File: config.mk
export PLATFORM = sky130hd
export DESIGN_NAME = emm_page_mapper
export DESIGN_NICKNAME = d
export VERILOG_FILES = /design/src/rtl/emm_pkg.sv /design/src/rtl/emm_map_regs.sv /design/src/rtl/emm_slot_decode.sv /design/src/rtl/emm_xlate_stage.sv /design/src/rtl/emm_page_mapper.sv
export SDC_FILE = /design/constraint.sdc
export NUM_CORES = 1
export LEC_CHECK = 0
export ABC_AREA = 1
export BUFFER_PORTS_ARGS = -buffer_cell sky130_fd_sc_hd__buf_4
export CORE_AREA = 8 8 78 80
export DETAILED_ROUTE_END_ITERATION = 10
export DIE_AREA = 0 0 86 88
export PLACE_DENSITY = 0.71
export SLEW_MARGIN = 30
export SYNTH_ARGS = -nofsm -noshare
export SYNTH_HDL_FRONTEND = slang
export SYNTH_SLANG_ARGS = --single-unit
File: constraint.sdc
create_clock -name clk -period 1.3 [get_ports clk]
set_clock_uncertainty 0.1 [all_clocks]
set_input_delay 0 -clock clk [delete_from_list [all_inputs] [get_ports clk]]
set_output_delay 0 -clock clk [all_outputs]
set_load 0.005 [all_outputs]
File: src/rtl/emm_pkg.sv
// Package: shared sizing for the expanded memory page mapper.
// Assumes a 20-bit real-mode address space with upper memory at A0000h.
package emm_pkg;
    localparam int ADDR_W     = 20;   // CPU address width
    localparam int OFS_W      = 14;   // 16 KB page offset
    localparam int SLOTS      = 4;    // slots in the page frame
    localparam int PAGE_W     = 6;    // up to 64 logical pages
    localparam int SEL_W      = 3;    // register select width
    localparam int BASE_RST   = 'hD;  // default frame block (D0000h)
    localparam int BASE_MIN   = 'hA;  // lowest block of upper memory
endpackage

File: src/rtl/emm_map_regs.sv
// Module: mapping register file.
// Holds one {enable, page} register per slot plus the frame base block.
// Assumes the slot registers are selected by 0..SLOTS-1 and the base by SLOTS.
// A base write outside [BASE_MIN, 2**BASE_W-1] is dropped.
module emm_map_regs #(
    parameter int SLOTS    = emm_pkg::SLOTS,
    parameter int PAGE_W   = emm_pkg::PAGE_W,
    parameter int BASE_W   = 4,
    parameter int SEL_W    = emm_pkg::SEL_W,
    parameter int BASE_RST = emm_pkg::BASE_RST,
    parameter int BASE_MIN = emm_pkg::BASE_MIN,
    localparam int DATA_W  = PAGE_W + 1
) (
    input  logic                           clk,
    input  logic                           rst_n,
    input  logic                           cfg_we,
    input  logic [SEL_W-1:0]               cfg_sel,
    input  logic [DATA_W-1:0]              cfg_wdata,
    output logic [SLOTS-1:0]               slot_en,
    output logic [SLOTS-1:0][PAGE_W-1:0]   slot_page,
    output logic [BASE_W-1:0]              base_q
);
    localparam int BASE_MAX = (1 << BASE_W) - 1;

    logic base_ok;

    // Judge whether a base write names a block inside upper memory.
    always_comb begin
        base_ok = (int'(cfg_wdata) >= BASE_MIN) && (int'(cfg_wdata) <= BASE_MAX);
    end

    // One register per slot, loaded when its own select is written.
    for (genvar s = 0; s < SLOTS; s++) begin : g_slot
        always_ff @(posedge clk) begin
            if (!rst_n) begin
                slot_en[s]   <= 1'b0;
                slot_page[s] <= '0;
            end else if (cfg_we && (cfg_sel == SEL_W'(s))) begin
                slot_en[s]   <= cfg_wdata[PAGE_W];
                slot_page[s] <= cfg_wdata[PAGE_W-1:0];
            end
        end
    end

    // Frame base register, updated only by an in-range write.
    always_ff @(posedge clk) begin
        if (!rst_n) begin
            base_q <= BASE_W'(BASE_RST);
        end else if (cfg_we && (cfg_sel == SEL_W'(SLOTS)) && base_ok) begin
            base_q <= cfg_wdata[BASE_W-1:0];
        end
    end
endmodule

File: src/rtl/emm_slot_decode.sv
// Module: frame decode and address translation (combinational).
// Compares the top address bits with the frame base, picks the slot from the
// bits just above the page offset and builds {page, offset} on a hit.
// Assumes the frame size equals SLOTS pages and BASE_W covers the bits above it.
module emm_slot_decode #(
    parameter int ADDR_W  = emm_pkg::ADDR_W,
    parameter int OFS_W   = emm_pkg::OFS_W,
    parameter int SLOTS   = emm_pkg::SLOTS,
    parameter int PAGE_W  = emm_pkg::PAGE_W,
    localparam int SLOT_W = $clog2(SLOTS),
    localparam int BASE_W = ADDR_W - OFS_W - SLOT_W,
    localparam int XW     = PAGE_W + OFS_W
) (
    input  logic [ADDR_W-1:0]              cpu_addr,
    input  logic [BASE_W-1:0]              base_q,
    input  logic [SLOTS-1:0]               slot_en,
    input  logic [SLOTS-1:0][PAGE_W-1:0]   slot_page,
    output logic                           hit,
    output logic [XW-1:0]                  xaddr
);
    logic              in_frame;
    logic [SLOT_W-1:0] slot_idx;
    logic [PAGE_W-1:0] page_sel;
    logic              en_sel;

    // Split the CPU address into frame tag and slot index.
    always_comb begin
        in_frame = (cpu_addr[ADDR_W-1 -: BASE_W] == base_q);
        slot_idx = cpu_addr[OFS_W +: SLOT_W];
    end

    // Select the addressed slot's enable and page.
    always_comb begin
        page_sel = '0;
        en_sel   = 1'b0;
        for (int s = 0; s < SLOTS; s++) begin
            if (slot_idx == SLOT_W'(s)) begin
                page_sel = slot_page[s];
                en_sel   = slot_en[s];
            end
        end
    end

    // Form the translated or passed-through address.
    always_comb begin
        hit   = in_frame && en_sel;
        xaddr = hit ? {page_sel, cpu_addr[OFS_W-1:0]} : XW'(cpu_addr);
    end
endmodule

File: src/rtl/emm_xlate_stage.sv
// Module: result register giving translation its single cycle of latency.
// The hit flag is forced low on idle cycles; the address holds its last value.
module emm_xlate_stage #(
    parameter int XW = emm_pkg::PAGE_W + emm_pkg::OFS_W
) (
    input  logic          clk,
    input  logic          rst_n,
    input  logic          in_valid,
    input  logic          in_hit,
    input  logic [XW-1:0] in_addr,
    output logic          out_valid,
    output logic          out_hit,
    output logic [XW-1:0] out_addr
);
    // Register valid and hit every cycle.
    always_ff @(posedge clk) begin
        if (!rst_n) begin
            out_valid <= 1'b0;
            out_hit   <= 1'b0;
        end else begin
            out_valid <= in_valid;
            out_hit   <= in_valid && in_hit;
        end
    end

    // Capture the address only for a valid request.
    always_ff @(posedge clk) begin
        if (!rst_n) begin
            out_addr <= '0;
        end else if (in_valid) begin
            out_addr <= in_addr;
        end
    end
endmodule

File: src/rtl/emm_page_mapper.sv
// Module: top of the expanded memory page mapper.
// Ties the register file, the combinational decode and the output register.
// Assumes register writes and requests share one clock; a write is visible to
// requests sampled on the following edge.
module emm_page_mapper #(
    parameter int ADDR_W   = emm_pkg::ADDR_W,
    parameter int OFS_W    = emm_pkg::OFS_W,
    parameter int SLOTS    = emm_pkg::SLOTS,
    parameter int PAGE_W   = emm_pkg::PAGE_W,
    parameter int SEL_W    = emm_pkg::SEL_W,
    parameter int BASE_RST = emm_pkg::BASE_RST,
    parameter int BASE_MIN = emm_pkg::BASE_MIN,
    localparam int SLOT_W  = $clog2(SLOTS),
    localparam int BASE_W  = ADDR_W - OFS_W - SLOT_W,
    localparam int DATA_W  = PAGE_W + 1,
    localparam int XW      = PAGE_W + OFS_W
) (
    input  logic              clk,
    input  logic              rst_n,
    input  logic              cfg_we,
    input  logic [SEL_W-1:0]  cfg_sel,
    input  logic [DATA_W-1:0] cfg_wdata,
    input  logic              cpu_valid,
    input  logic [ADDR_W-1:0] cpu_addr,
    output logic              out_valid,
    output logic              out_hit,
    output logic [XW-1:0]     out_addr
);
    logic [SLOTS-1:0]             slot_en;
    logic [SLOTS-1:0][PAGE_W-1:0] slot_page;
    logic [BASE_W-1:0]            base_q;
    logic                         dec_hit;
    logic [XW-1:0]                dec_addr;

    emm_map_regs #(
        .SLOTS(SLOTS), .PAGE_W(PAGE_W), .BASE_W(BASE_W), .SEL_W(SEL_W),
        .BASE_RST(BASE_RST), .BASE_MIN(BASE_MIN)
    ) u_regs (
        .clk(clk), .rst_n(rst_n), .cfg_we(cfg_we), .cfg_sel(cfg_sel),
        .cfg_wdata(cfg_wdata), .slot_en(slot_en), .slot_page(slot_page),
        .base_q(base_q)
    );

    emm_slot_decode #(
        .ADDR_W(ADDR_W), .OFS_W(OFS_W), .SLOTS(SLOTS), .PAGE_W(PAGE_W)
    ) u_dec (
        .cpu_addr(cpu_addr), .base_q(base_q), .slot_en(slot_en),
        .slot_page(slot_page), .hit(dec_hit), .xaddr(dec_addr)
    );

    emm_xlate_stage #(.XW(XW)) u_out (
        .clk(clk), .rst_n(rst_n), .in_valid(cpu_valid), .in_hit(dec_hit),
        .in_addr(dec_addr), .out_valid(out_valid), .out_hit(out_hit),
        .out_addr(out_addr)
    );
endmodule

# Yosys cells after proc, flatten, opt, wreduce, memory -nomap -nowiden
# Cells that the tools add are included.
[word_totals] ff_bits=54 output_inout_bits=22 inputBits=34 elab_cells=42
[classes] n_eq_ne=8 magnitude_cmp=2 reduce_logical=11 muxes=9
[op_table] operator="2-to-1 mux 6 bit" n=4
[op_table] operator="2-to-1 mux 20 bit" n=1
[op_table] operator="logical AND 1 bit" n=9
[op_table] operator="greater-or-equal comparator 7 x 4 -> 1 bit, second input constant" n=1
[op_table] operator="<= comparator 7 x 4 -> 1 bit, second input constant" n=1
[op_table] operator="equality test 3 x 2 -> 1 bit, second input constant" n=2
[op_table] operator="equality test 2 bit, second input constant" n=2
[op_table] operator="equality test 4 bit" n=1
[op_table] operator="2-to-1 mux 1 bit" n=4
[op_table] operator="equality test 3 x 1 -> 1 bit, second input constant" n=1
[op_table] operator="equality test 3 bit, second input constant" n=1
[op_table] operator="zero test 3 bit" n=1
[op_table] operator="equality test 2 x 1 -> 1 bit, second input constant" n=1
[op_table] operator="zero test 2 bit" n=1

# Depth between registers and ports, before layout
# Gate-level depths: netlist of run 1.
[depth] depth_word=7 mapped_depth=10 depth_no_buf=10

# By module
# Synthesis of run 1 repeated with hierarchy kept, for this count alone.
[hier_totals] cells_unflattened=401 hier_area_um2=2737.6
[by_module_without_submodules] mod="emm_map_regs" cells_per_inst=163 seq_area_each_um2=640.6 n_inst=1 area_each_um2=1266.2
[by_module_without_submodules] mod="emm_xlate_stage" cells_per_inst=133 seq_area_each_um2=440.4 n_inst=1 area_each_um2=943.4
[by_module_without_submodules] mod="emm_slot_decode" cells_per_inst=105 seq_area_each_um2=0.0 n_inst=1 area_each_um2=528.0

# Worst setup path after synthesis of run 1
# Ideal clock, no wire load.
[synth_path] kind="register -> register" start="register u_regs.base_q[2]" end="register u_out.out_addr[14]" path_slack_ns=0.139 t_required_ns=1.091 period_less_slack_ns=1.161 n_path_buf=0 path_stages_with_launch=8 setup_time_ns=0.109 arrival_time_ns=0.952 path_cell_list="dfxtp_1 -> xor2_1 -> nor2_1 -> nand3_4 -> nand2_1 -> nand3_1 -> nand2_1 -> inv_1"
[synth_via] elab_chain_len=3
[synth_lines] item="start, declared" line_no="emm_map_regs.sv:21" source="output logic [BASE_W-1:0] base_q"
[synth_lines] item="start signal, assigned" line_no="emm_map_regs.sv:48" source="base_q <= BASE_W'(BASE_RST);"
[synth_lines] item="start signal, assigned" line_no="emm_map_regs.sv:50" source="base_q <= cfg_wdata[BASE_W-1:0];"
[synth_lines] item="equality test 4 bit" line_no="emm_slot_decode.sv:28" source="in_frame = (cpu_addr[ADDR_W-1 -: BASE_W] == base_q);"
[synth_lines] item="logical AND 1 bit" line_no="emm_slot_decode.sv:46" source="hit = in_frame && en_sel;"
[synth_lines] item="2-to-1 mux 20 bit" line_no="emm_slot_decode.sv:47" source="xaddr = hit ? {page_sel, cpu_addr[OFS_W-1:0]} : XW'(cpu_addr);"
[synth_lines] item="end signal, assigned" line_no="emm_xlate_stage.sv:31" source="out_addr <= in_addr;"
[synth_lines] item="end, declared" line_no="emm_xlate_stage.sv:13" source="output logic [XW-1:0] out_addr"
# No other way between the ends.
# A chain may end at the register's enable or synchronous reset.

# Worst setup path in the final report of run 1
[layout_path] start="input port cfg_wdata[2]" end="register u_regs.base_q[1]"
[layout_via] elab_chain_len=3 elab_cells_between_ends=4 classes_between="order compare (2); reduce/logical (2)"
[layout_lines] item="start, declared" line_no="emm_page_mapper.sv:22" source="input logic [DATA_W-1:0] cfg_wdata,"
[layout_lines] item="greater-or-equal comparator 7 x 4 -> 1 bit or <= comparator 7 x 4 -> 1 bit (tied branches)" line_no="emm_map_regs.sv:29" source="base_ok = (int'(cfg_wdata) >= BASE_MIN) && (int'(cfg_wdata) <= BASE_MAX);"
[layout_lines] item="logical AND 1 bit (*)" line_no="emm_map_regs.sv:29"
[layout_lines] item="logical AND 1 bit (*)" line_no="emm_map_regs.sv:49" source="end else if (cfg_we && (cfg_sel == SEL_W'(SLOTS)) && base_ok) begin"
# Every way passes the cells marked *; elsewhere a longest branch is shown, timed or not.

==> impl_metrics.xml, run 1 <==
<?xml version="1.0" encoding="UTF-8"?>
<metrics>
  <group name="outcome">
    <metric name="status" unit="">finished, violations left</metric>
    <metric name="violations" unit="">negative hold slack</metric>
  </group>
  <group name="critical_path">
    <metric name="cpMaxStageDelayCell" unit="">dlygate4sd3_1</metric>
    <metric name="reg2reg_setup_slack" unit="ns">0.04</metric>
    <metric name="r2r_end" unit="">u_out.out_addr[19]</metric>
    <metric name="path_delay_family" unit="">buffers and inverters</metric>
    <metric name="ordered_cell_list_for_the_critical_path" unit="">dlygate4sd3_1 -&gt; buf_4 -&gt; o21ai_1 -&gt; nor4_4 -&gt; buf_4 -&gt; inv_2 -&gt; nor2_1 -&gt; nor2_1</metric>
    <metric name="r2r_start" unit="">u_regs.slot_en[2]</metric>
    <metric name="worstPathArrival" unit="ns">1.39</metric>
    <metric name="worst_r2r_path_depth" unit="">8</metric>
    <metric name="worstSetupStartpointType" unit="">input port</metric>
    <metric name="crit_path_max_incr_delay" unit="ns">0.54</metric>
    <metric name="path_buf_inv" unit="">4</metric>
    <metric name="worstPathRequired" unit="ns">1.41</metric>
    <metric name="timing.critical_path.fanout_max" unit="">6</metric>
    <metric name="timing.setup.critical_path_class" unit="">in2reg</metric>
    <metric name="timing.critical_path.to_type" unit="">flip-flop</metric>
  </group>
  <group name="min_path">
    <metric name="hold_path.class" unit="">in2reg</metric>
    <metric name="worst_hold_endpoint" unit="">u_regs.base_q[3]</metric>
    <metric name="min_from" unit="">rst_n</metric>
    <metric name="min_delay_path_depth" unit="">2</metric>
  </group>
  <group name="logic_synthesis">
    <metric name="yosysWarningCount" unit="">0</metric>
    <metric name="synth_area_per_cell" unit="sq um">7.16</metric>
    <metric name="number_of_synthesized_register_bits" unit="">54</metric>
    <metric name="yosysUniqueCellTypes" unit="">26</metric>
    <metric name="yosysSeqAreaShare" unit="">0.459</metric>
    <metric name="synth_fp_nets" unit="">363</metric>
    <metric name="syn-cell-area" unit="sq um">2360</metric>
    <metric name="synth_cells" unit="">329</metric>
  </group>
  <group name="route">
    <metric name="detailedRoute.firstIterationViolations" unit="">162</metric>
    <metric name="drt-total-wl" unit="um">6620</metric>
    <metric name="routed_via_density" unit="">4.90</metric>
    <metric name="detail_route.first_pass.iterations" unit="">4</metric>
    <metric name="detail-route-antenna-nets" unit="">0</metric>
    <metric name="post_drt_wl_per_cell" unit="um">13.5</metric>
    <metric name="num_vias" unit="">2398</metric>
    <metric name="remaining_drc_errors" unit="">0</metric>
  </group>
  <group name="die">
    <metric name="placement_rows" unit="">26</metric>
    <metric name="die_area" unit="sq um">7570</metric>
    <metric name="io-pin-count" unit="">56</metric>
    <metric name="die_w" unit="um">86</metric>
    <metric name="initial_cell_density_of_the_core" unit="">0.480</metric>
    <metric name="design.core.area" unit="sq um">4910</metric>
    <metric name="die_height" unit="um">88</metric>
  </group>
  <group name="sta">
    <metric name="max_frequency" unit="MHz">782</metric>
    <metric name="layout_worst_path_cycle_share" unit="">0.984</metric>
    <metric name="rsz0062_at_grt" unit="">yes</metric>
    <metric name="slew_headroom" unit="">0.712</metric>
    <metric name="worstMarginPinSlew" unit="ns">0.432</metric>
    <metric name="timing.final.hold_violations" unit="">14</metric>
    <metric name="finalCriticalPeriod" unit="ns">1.28</metric>
    <metric name="tns" unit="ns">0</metric>
    <metric name="final_max_slew_viol_count" unit="">0</metric>
    <metric name="hold_slack" unit="ns">-0.0743</metric>
    <metric name="finalSetupViolCount" unit="">0</metric>
  </group>
  <group name="clock_network">
    <metric name="tritoncts.num_buffers" unit="">5</metric>
    <metric name="tritoncts_num_sinks" unit="">54</metric>
    <metric name="tritoncts" unit="">built</metric>
    <metric name="clock_insertion_delay_worst_skew" unit="ns">0.31</metric>
    <metric name="htree_num_levels" unit="">2</metric>
    <metric name="max-clock-path-buffers" unit="">2</metric>
    <metric name="worst_setup_hold_path_clk_slew" unit="ns">0.10</metric>
    <metric name="clock-root-buffer" unit="">clkbuf_8</metric>
    <metric name="postCtsHoldBufs" unit="">29</metric>
  </group>
  <group name="cells_and_area">
    <metric name="utilization" unit="">0.677</metric>
    <metric name="insertedDiodeCount" unit="">0</metric>
    <metric name="layout-drive-gt1-share" unit="">0.227</metric>
    <metric name="final_net_count" unit="">452</metric>
    <metric name="area.growth.synth_to_final" unit="%">41.1</metric>
    <metric name="fillerInstances" unit="">435</metric>
  </group>
  <group name="global_routing">
    <metric name="grt_pass1_wl" unit="um">10500</metric>
    <metric name="first_global_vias" unit="">2292</metric>
    <metric name="number_of_antenna_violations_at_the_first_check_in_global_routing" unit="">0</metric>
    <metric name="grt_remaining_overflow" unit="">0</metric>
    <metric name="global_route.usage.total" unit="">0.175</metric>
    <metric name="grt_start_max_net_pins" unit="">27</metric>
  </group>
  <group name="job">
    <metric name="cap_viol_max_count" unit="">0</metric>
  </group>
  <group name="place">
    <metric name="routabilityCongestion" unit="">0.830</metric>
    <metric name="port_bufs" unit="">55</metric>
    <metric name="dp.final_hpwl" unit="um">4470</metric>
  </group>
  <group name="power">
    <metric name="power_density" unit="nW/um^2">1100</metric>
    <metric name="power.leakage" unit="nW">1.54</metric>
    <metric name="vdd_ir_drop_max" unit="mV">0.870</metric>
  </group>
</metrics>
## timing repair
item                       4_1_cts  5_1_grt
resized for setup                0       14
setup endpoints to repair        0       10
hold endpoints to repair        53       10
buffers inserted                 0        2
## flip-flops by register name, summed over array words and instances (netlist names)
register and count:
u_out.out_addr 20, u_out.out_hit 1, u_out.out_valid 1, u_regs.base_q 4, u_regs.slot_en 4, u_regs.slot_page 24
## synthesized netlist by cell type, drive strengths merged
cell | instances | area (sq um)
clkinv | 1 | 3.75
nor2 | 75 | 297
xor2 | 1 | 8.76
o211ai | 1 | 7.51
clkbuf | 4 | 15.0
a21oi | 18 | 90.1
o21ai | 44 | 220
nand2 | 52 | 213
buf | 8 | 60.1
inv | 35 | 131
nand4 | 7 | 43.8
nand3 | 26 | 148
xnor2 | 1 | 8.76
nor4 | 1 | 21.3
dfxtp | 54 | 1080
nand3b | 1 | 7.51
## cell usage in the layout, fill, tap and decap left out
cell and count:
nand3_4 1, nor2_2 3, nor2_1 70, inv_2 2, nand3_1 22, buf_4 64, nor2_4 2, o21ai_0 41
nand2_2 4, nand3_2 3, xor2_1 1, o211ai_1 1, nor4_4 1, dfxtp_2 3, clkinv_1 1, bufinv_16 2
clkbuf_8 6, buf_6 2, nand2_4 2, inv_1 33, a21oi_1 18, nand4_1 7, nand2_1 46, nand3b_1 1
o21ai_1 3, xnor2_1 1, dfxtp_1 51, dlygate4sd3_1 28
## logic make-up after synthesis
family | Yosys count | synth area share
and+or+nand+nor | 162 | 0.310
buffers and inverters | 48 | 0.0892
xor gates and xnor gates | 2 | 0.00744
AOI/OAI and AO/OA | 63 | 0.135
DFF | 54 | 0.459
## metal layers
| layer | GRT usage | part of all wire | up-vias |
|---|---|---|---|
| li1 | - | - | 1229 |
| met1 | 0.194 | 0.43 | 1112 |
| met2 | 0.317 | 0.52 | 49 |
| met3 | 0.0507 | 0.047 | 8 |
| met4 | 0.0430 | 0.0091 | 0 |
| met5 | 0 | 0 | - |
## power breakdown
part           switching, mW  leakage, nW  internal (mW)
Clock                  0.534       0.0714          0.821
Sequential            0.0370        0.442           1.73
Combinational          0.275         1.03          0.276
## worst max-delay path by stage
stage / slack [ns] / end / depth (start not counted) / start
6_report: 0.02 / u_regs.base_q[1] / 8 / cfg_wdata[2]
5_1_grt: -0.07 / u_out.out_addr[15] / 10 / u_regs.base_q[0]
4_1_cts: 0.01 / u_regs.base_q[1] / 7 / cfg_wdata[1]
3_5_place_dp: 0.04 / u_out.out_addr[19] / 7 / u_regs.base_q[2]
3_3_place_gp: 0.05 / u_out.out_addr[19] / 7 / u_regs.base_q[2]
2_1_floorplan: 0.14 / u_out.out_addr[14] / 7 / u_regs.base_q[2]
## worst register-to-register path, cell delays in order (launching register included)
cell	delay [ns]
dfxtp_1	0.32
nand3b_1	0.17
nand3_2	0.11
nand2_4	0.09
buf_4	0.15
nand3_2	0.07
nand3_2	0.07
nand2_1	0.06
inv_1	0.03
## through the flow
step           setup slack, ns  power, mW  hold WS [ns]  instance area, sq um  cells
4_1_cts                 0.0101       3.68       -0.0833                  3280    488
3_3_place_gp            0.0510       2.26         0.122                  2850    451
3_5_place_dp            0.0368       2.26         0.129                  2850    451
6_report                0.0211       3.67       -0.0743                  3320    489
5_1_grt                -0.0733       3.83       -0.0579                  3320    489
2_1_floorplan            0.139       2.04        0.0261                  2360    329
## final cells by class
cell class	instances	area (sq um)	area share
Tap cell	70	87.6	0.0264
Inverter	36	135	0.0407
Clock inverter	2	60.1	0.0181
Multi-Input combinational cell	227	1090	0.328
Timing Repair Buffer	94	783	0.236
Sequential cell	54	1080	0.326
Clock buffer	6	82.6	0.0248
(Power assumes the default switching activity.)
==> run 2, diff against run 1 <==
--- a/config.mk
+++ b/config.mk
@@ -7,10 +7,10 @@
 export LEC_CHECK = 0
 export ABC_AREA = 1
 export BUFFER_PORTS_ARGS = -buffer_cell sky130_fd_sc_hd__buf_4
-export CORE_AREA = 8 8 78 80
+export CORE_AREA = 8 8 107 109
 export DETAILED_ROUTE_END_ITERATION = 10
-export DIE_AREA = 0 0 86 88
-export PLACE_DENSITY = 0.71
+export DIE_AREA = 0 0 115 117
+export PLACE_DENSITY = 0.39
 export SLEW_MARGIN = 30
 export SYNTH_ARGS = -nofsm -noshare
 export SYNTH_HDL_FRONTEND = slang
==> impl_metrics.xml, run 2 (synthesis gave the netlist of run 1 again) <==
<?xml version="1.0" encoding="UTF-8"?>
<metrics>
  <group name="outcome">
    <metric name="status" unit="">finished, violations left</metric>
    <metric name="violations" unit="">negative setup slack</metric>
  </group>
  <group name="clock_network">
    <metric name="htree_num_levels" unit="">2</metric>
    <metric name="clock_insertion_delay_worst_skew" unit="ns">0.30</metric>
    <metric name="tritoncts" unit="">built</metric>
    <metric name="tritoncts.num_buffers" unit="">5</metric>
    <metric name="max-clock-path-buffers" unit="">2</metric>
    <metric name="tritoncts_num_sinks" unit="">54</metric>
    <metric name="worst_setup_hold_path_clk_slew" unit="ns">0.10</metric>
    <metric name="clock-root-buffer" unit="">clkbuf_8</metric>
  </group>
  <group name="global_routing">
    <metric name="global_route.usage.total" unit="">0.110</metric>
    <metric name="grt_remaining_overflow" unit="">0</metric>
    <metric name="grt_pass1_wl" unit="um">11500</metric>
    <metric name="grt_start_max_net_pins" unit="">37</metric>
    <metric name="number_of_antenna_violations_at_the_first_check_in_global_routing" unit="">0</metric>
    <metric name="first_global_vias" unit="">2280</metric>
  </group>
  <group name="route">
    <metric name="detailedRoute.firstIterationViolations" unit="">83</metric>
    <metric name="drt-total-wl" unit="um">7230</metric>
    <metric name="detail-route-antenna-nets" unit="">0</metric>
    <metric name="routed_via_density" unit="">4.12</metric>
    <metric name="num_vias" unit="">2315</metric>
    <metric name="remaining_drc_errors" unit="">0</metric>
    <metric name="post_drt_wl_per_cell" unit="um">12.9</metric>
    <metric name="detail_route.first_pass.iterations" unit="">4</metric>
  </group>
  <group name="die">
    <metric name="initial_cell_density_of_the_core" unit="">0.238</metric>
    <metric name="io-pin-count" unit="">56</metric>
    <metric name="die_height" unit="um">117</metric>
    <metric name="die_w" unit="um">115</metric>
    <metric name="design.core.area" unit="sq um">9910</metric>
    <metric name="die_area" unit="sq um">13500</metric>
    <metric name="placement_rows" unit="">37</metric>
  </group>
  <group name="cells_and_area">
    <metric name="insertedDiodeCount" unit="">0</metric>
    <metric name="area.sequential" unit="sq um">1080</metric>
    <metric name="largest_register_ff_count" unit="">24</metric>
    <metric name="largest_register_by_flop_count" unit="">u_regs.slot_page</metric>
    <metric name="layout.cells.most_common" unit="">nor2_1</metric>
    <metric name="utilization" unit="">0.349</metric>
    <metric name="fillerInstances" unit="">1110</metric>
    <metric name="layout_top_registers" unit="">u_regs.slot_page (24), u_out.out_addr (20)</metric>
    <metric name="layout-drive-gt1-share" unit="">0.242</metric>
    <metric name="area.growth.synth_to_final" unit="%">46.9</metric>
    <metric name="layout_common_cells" unit="">nor2_1 (67), buf_4 (65), dfxtp_1 (51), nand2_1 (48)</metric>
    <metric name="final_net_count" unit="">459</metric>
    <metric name="multi_input_area" unit="sq um">1120</metric>
  </group>
  <group name="critical_path">
    <metric name="path_delay_family" unit="">simple AND/OR/NAND/NOR gates</metric>
    <metric name="worstPathArrival" unit="ns">1.48</metric>
    <metric name="critPathMostFrequentCell" unit="">nand2_1</metric>
    <metric name="worstSetupStartpointType" unit="">input port</metric>
    <metric name="timing.critical_path.to_type" unit="">flip-flop</metric>
    <metric name="worstPathRequired" unit="ns">1.46</metric>
    <metric name="timing.setup.critical_path_class" unit="">in2reg</metric>
    <metric name="ordered_cell_list_for_the_critical_path" unit="">dlygate4sd3_1 -&gt; buf_4 -&gt; nand2_1 -&gt; nand2_1 -&gt; nor2_1 -&gt; nand2_1 -&gt; nor2_4 -&gt; nand3_1 -&gt; nand3_1 -&gt; nand2_1 -&gt; inv_1</metric>
    <metric name="cpMaxStageDelayCell" unit="">dlygate4sd3_1</metric>
    <metric name="crit_path_max_incr_delay" unit="ns">0.54</metric>
    <metric name="path_buf_inv" unit="">3</metric>
    <metric name="timing.critical_path.fanout_max" unit="">6</metric>
  </group>
  <group name="sta">
    <metric name="worstMarginPinSlew" unit="ns">0.513</metric>
    <metric name="setup_slack" unit="ns">-0.0165</metric>
    <metric name="max_frequency" unit="MHz">760</metric>
    <metric name="final_max_slew_viol_count" unit="">0</metric>
    <metric name="hold_slack" unit="ns">0.00255</metric>
    <metric name="slew_headroom" unit="">0.658</metric>
    <metric name="finalSetupViolCount" unit="">2</metric>
    <metric name="rsz0062_at_grt" unit="">yes</metric>
    <metric name="layout_worst_path_cycle_share" unit="">1.01</metric>
    <metric name="timing.final.hold_violations" unit="">0</metric>
    <metric name="finalCriticalPeriod" unit="ns">1.32</metric>
  </group>
  <group name="place">
    <metric name="dp.final_hpwl" unit="um">5180</metric>
    <metric name="port_bufs" unit="">55</metric>
    <metric name="routabilityCongestion" unit="">0.725</metric>
  </group>
  <group name="power">
    <metric name="vdd_ir_drop_max" unit="mV">0.348</metric>
    <metric name="power_density" unit="nW/um^2">963</metric>
    <metric name="power.leakage" unit="nW">1.57</metric>
  </group>
  <group name="job">
    <metric name="cap_viol_max_count" unit="">0</metric>
  </group>
  <group name="min_path">
    <metric name="hold_path.class" unit="">in2reg</metric>
  </group>
</metrics>
==> run 2: cell types whose count changed in the layout (fill, tap and decap cells not counted), moves of 3 or more <==
cell / delta
dlygate4sd3_1: +6
nand3_1: -4
nand3_2: +4
nor2_1: -3
nor2_2: +3
o21ai_0: -7
o21ai_1: +5
==> run 2: per-stage QoR <==
| stage | power, mW | TNS [ns] | area (sq um) | cells | worst slack [ns] |
|---|---|---|---|---|---|
| after floorplan | 2.04 | 0 | 2360 | 329 | 0.139 |
| after global placement | 2.29 | 0 | 2960 | 519 | 0.0247 |
| after detailed placement | 2.28 | 0 | 2960 | 519 | 0.0298 |
| after CTS | 3.37 | 0 | 3400 | 562 | 0.0115 |
| after global routing | 3.51 | -0.720 | 3460 | 562 | -0.134 |
| final | 3.33 | -0.0196 | 3460 | 562 | -0.0165 |
==> run 2: metal layers <==
layer | track usage | share of wire | vias to the layer above
li1 | - | - | 1245
met1 | 0.132 | 0.45 | 1033
met2 | 0.189 | 0.49 | 31
met3 | 0.0298 | 0.048 | 6
met4 | 0.0324 | 0.011 | 0
met5 | 0 | 0 | -
==> run 2: where the power goes <==
part	switching, mW	total (mW)	internal, mW
logic	0.283	0.578	0.296
registers	0.0371	1.77	1.73
clock network	0.556	0.988	0.432
==> run 2: worst register-to-register path: stages, from the launching register on <==
cell     delay, ns
dfxtp_2       0.34
inv_2         0.04
nand2_1       0.06
nand2_1       0.05
nor2_1        0.08
nand2_1       0.09
nor2_4        0.20
nand3_1       0.10
nand3_1       0.10
nand2_1       0.05
inv_1         0.04
==> run 2: final timing paths <==
kind | cells after the start | slack (ns) | from | to
worst max register to register | 10 | -0.01 | u_regs.base_q[0] | u_out.out_addr[18]
worst max-delay path | 11 | -0.02 | cpu_addr[16] | u_out.out_addr[18]
worst min register to register | 2 | 0.35 | u_regs.slot_page[18] | u_regs.slot_page[18]
worst min-delay path | 4 | 0.003 | cfg_wdata[4] | u_regs.slot_page[10]
==> run 2: cell type report <==
type                            count  area share
Timing Repair Buffer              101       0.249
Inverter                           36      0.0390
Clock buffer                        7      0.0249
Tap cell                          136      0.0492
Multi-Input combinational cell    227       0.323
Clock inverter                      1     0.00145
Sequential cell                    54       0.313
==> run 2: timing repair <==
item | in CTS | in global routing
buffers inserted | 0 | 0
endpoints found under the hold margin | 45 | 1
gates resized for setup | 0 | 29
setup endpoints to repair | 0 | 17
hold buffers | 35 | 1
==> run 3, diff against run 2 <==
==> constraint.sdc (replaced) <==
create_clock -name clk -period 1.4 [get_ports clk]
set_clock_uncertainty 0.1 [all_clocks]
set_input_delay 0 -clock clk [delete_from_list [all_inputs] [get_ports clk]]
set_output_delay 0 -clock clk [all_outputs]
set_load 0.005 [all_outputs]
==> impl_metrics.xml, run 3 (synthesis gave the netlist of run 1 again) <==
<?xml version="1.0" encoding="UTF-8"?>
<metrics>
  <group name="sta">
    <metric name="tns" unit="ns">0</metric>
    <metric name="worstMarginPinSlew" unit="ns">0.664</metric>
    <metric name="rsz0062_at_grt" unit="">yes</metric>
    <metric name="finalCriticalPeriod" unit="ns">1.32</metric>
    <metric name="max_frequency" unit="MHz">756</metric>
    <metric name="final_max_slew_viol_count" unit="">0</metric>
    <metric name="finalSetupViolCount" unit="">0</metric>
    <metric name="layout_worst_path_cycle_share" unit="">0.944</metric>
    <metric name="slew_headroom" unit="">0.557</metric>
    <metric name="timing.final.hold_violations" unit="">0</metric>
  </group>
  <group name="power">
    <metric name="combPwrFrac" unit="">0.165</metric>
    <metric name="vdd_ir_drop_max" unit="mV">0.393</metric>
    <metric name="internal_power" unit="mW">2.42</metric>
    <metric name="p_seq_frac" unit="">0.504</metric>
    <metric name="switching_share" unit="">0.256</metric>
    <metric name="power_density" unit="nW/um^2">938</metric>
    <metric name="power.net_switching" unit="uW">833</metric>
    <metric name="power.leakage" unit="nW">1.58</metric>
    <metric name="clock_power_share" unit="">0.331</metric>
  </group>
  <group name="clock_network">
    <metric name="clock_insertion_delay_worst_skew" unit="ns">0.31</metric>
    <metric name="tritoncts" unit="">built</metric>
    <metric name="clock-root-buffer" unit="">clkbuf_8</metric>
    <metric name="max-clock-path-buffers" unit="">2</metric>
    <metric name="tritoncts.num_buffers" unit="">5</metric>
    <metric name="tritoncts_num_sinks" unit="">54</metric>
    <metric name="worst_setup_hold_path_clk_slew" unit="ns">0.10</metric>
    <metric name="htree_num_levels" unit="">2</metric>
  </group>
  <group name="route">
    <metric name="detail_route.first_pass.iterations" unit="">4</metric>
    <metric name="num_vias" unit="">2384</metric>
    <metric name="detailedRoute.firstIterationViolations" unit="">107</metric>
    <metric name="detail-route-antenna-nets" unit="">0</metric>
    <metric name="post_drt_wl_per_cell" unit="um">13.3</metric>
    <metric name="remaining_drc_errors" unit="">0</metric>
    <metric name="drt-total-wl" unit="um">7520</metric>
    <metric name="routed_via_density" unit="">4.22</metric>
  </group>
  <group name="cells_and_area">
    <metric name="layout.cells.non_filler" unit="">565</metric>
    <metric name="layout_common_cells" unit="">nor2_1 (70), buf_4 (63), dfxtp_1 (53), nand2_1 (49), o21ai_0 (42)</metric>
    <metric name="insertedDiodeCount" unit="">0</metric>
    <metric name="area.growth.synth_to_final" unit="%">47.1</metric>
    <metric name="largest_register_ff_count" unit="">24</metric>
    <metric name="largest_register_by_flop_count" unit="">u_regs.slot_page</metric>
    <metric name="layout.cells.most_common" unit="">nor2_1</metric>
    <metric name="final_area" unit="sq um">3470</metric>
    <metric name="utilization" unit="">0.350</metric>
    <metric name="final_net_count" unit="">462</metric>
    <metric name="layout-drive-gt1-share" unit="">0.198</metric>
    <metric name="layout_top_registers" unit="">u_regs.slot_page (24), u_out.out_addr (20)</metric>
  </group>
  <group name="place">
    <metric name="port_bufs" unit="">55</metric>
    <metric name="dp.final_hpwl" unit="um">5260</metric>
    <metric name="placed_cells_incl_taps" unit="">516</metric>
    <metric name="routabilityCongestion" unit="">0.727</metric>
    <metric name="placed_cell_area" unit="sq um">2940</metric>
  </group>
  <group name="die">
    <metric name="die_w" unit="um">115</metric>
    <metric name="die_height" unit="um">117</metric>
    <metric name="initial_cell_density_of_the_core" unit="">0.238</metric>
    <metric name="placement_rows" unit="">37</metric>
    <metric name="die_area" unit="sq um">13500</metric>
    <metric name="design.core.area" unit="sq um">9910</metric>
    <metric name="io-pin-count" unit="">56</metric>
  </group>
  <group name="global_routing">
    <metric name="global_route.usage.total" unit="">0.115</metric>
    <metric name="first_global_vias" unit="">2329</metric>
    <metric name="grt_start_max_net_pins" unit="">23</metric>
    <metric name="number_of_antenna_violations_at_the_first_check_in_global_routing" unit="">0</metric>
    <metric name="grt_remaining_overflow" unit="">0</metric>
    <metric name="grt_pass1_wl" unit="um">12100</metric>
  </group>
  <group name="outcome">
    <metric name="status" unit="">complete, no violations</metric>
  </group>
  <group name="job">
    <metric name="cap_viol_max_count" unit="">0</metric>
  </group>
  <group name="critical_path">
    <metric name="timing.setup.critical_path_class" unit="">in2reg</metric>
    <metric name="worstPathRequired" unit="ns">1.51</metric>
    <metric name="timing.critical_path.to_type" unit="">flip-flop</metric>
    <metric name="timing.critical_path.fanout_max" unit="">6</metric>
    <metric name="worstPathArrival" unit="ns">1.43</metric>
    <metric name="worstSetupStartpointType" unit="">input port</metric>
  </group>
  <group name="min_path">
    <metric name="hold_path.class" unit="">in2reg</metric>
  </group>
</metrics>
==> run 3: cell type report <==
cell class / instances / area, sq um
inverter: 36 / 135
clock inverter: 2 / 37.5
multi-input combinational: 227 / 1070
tap: 136 / 170
sequential: 54 / 1080
clock buffer: 6 / 72.6
fill: 1084 / 6440
timing repair buffer: 104 / 896
==> run 3: metrics by stage <==
stage | total power, mW | setup slack (ns) | hold WS, ns
floorplan | 1.89 | 0.239 | 0.0261
global placement | 2.12 | 0.125 | 0.124
detailed placement | 2.12 | 0.115 | 0.131
CTS | 3.30 | 0.0403 | 0.00409
global route | 3.42 | -0.0160 | 0.0260
finish | 3.25 | 0.0781 | 0.0141
==> run 3: timing repair <==
action | in CTS | in global routing
setup buffers | 0 | 1
endpoints found under the hold margin | 49 | 0
hold buffers | 40 | 0
setup endpoints to repair | 0 | 16
resized for setup | 0 | 5
==> run 3: final timing paths <==
| path | from | slack [ns] | endpoint | cells past startpoint |
|---|---|---|---|---|
| setup / recovery | cfg_wdata[1] | 0.08 | u_regs.base_q[1] | 7 |
| hold / removal | cpu_addr[14] | 0.01 | u_out.out_addr[14] | 5 |
| setup reg to reg | u_out.out_addr[0] | 0.08 | u_out.out_addr[0] | 3 |
| hold reg to reg | u_regs.slot_page[19] | 0.36 | u_regs.slot_page[19] | 2 |
==> run 3: per-layer routing <==
layer / part of all wire / GRT usage / vias to the layer above
met3: 0.034 / 0.0262 / 6
met1: 0.47 / 0.139 / 1090
met5: 0 / 0 / -
met2: 0.49 / 0.200 / 32
met4: 0.011 / 0.0342 / 0
li1: - / - / 1256
==> run 3: worst max-delay path, cell delays in order <==
cell           delay, ns
dlygate4sd3_1       0.53
buf_4               0.16
o21ai_0             0.30
nor4_4              0.07
buf_4               0.16
o21ai_0             0.15
nor2_1              0.05
==> run 3: power groups by stage <==
stage	clock (mW)	combinational (mW)	sequential, mW
global route	1.18	0.598	1.65
CTS	1.12	0.542	1.64
detailed placement	0	0.445	1.68
finish	1.08	0.536	1.64
global placement	0	0.444	1.67
floorplan	0	0.221	1.67
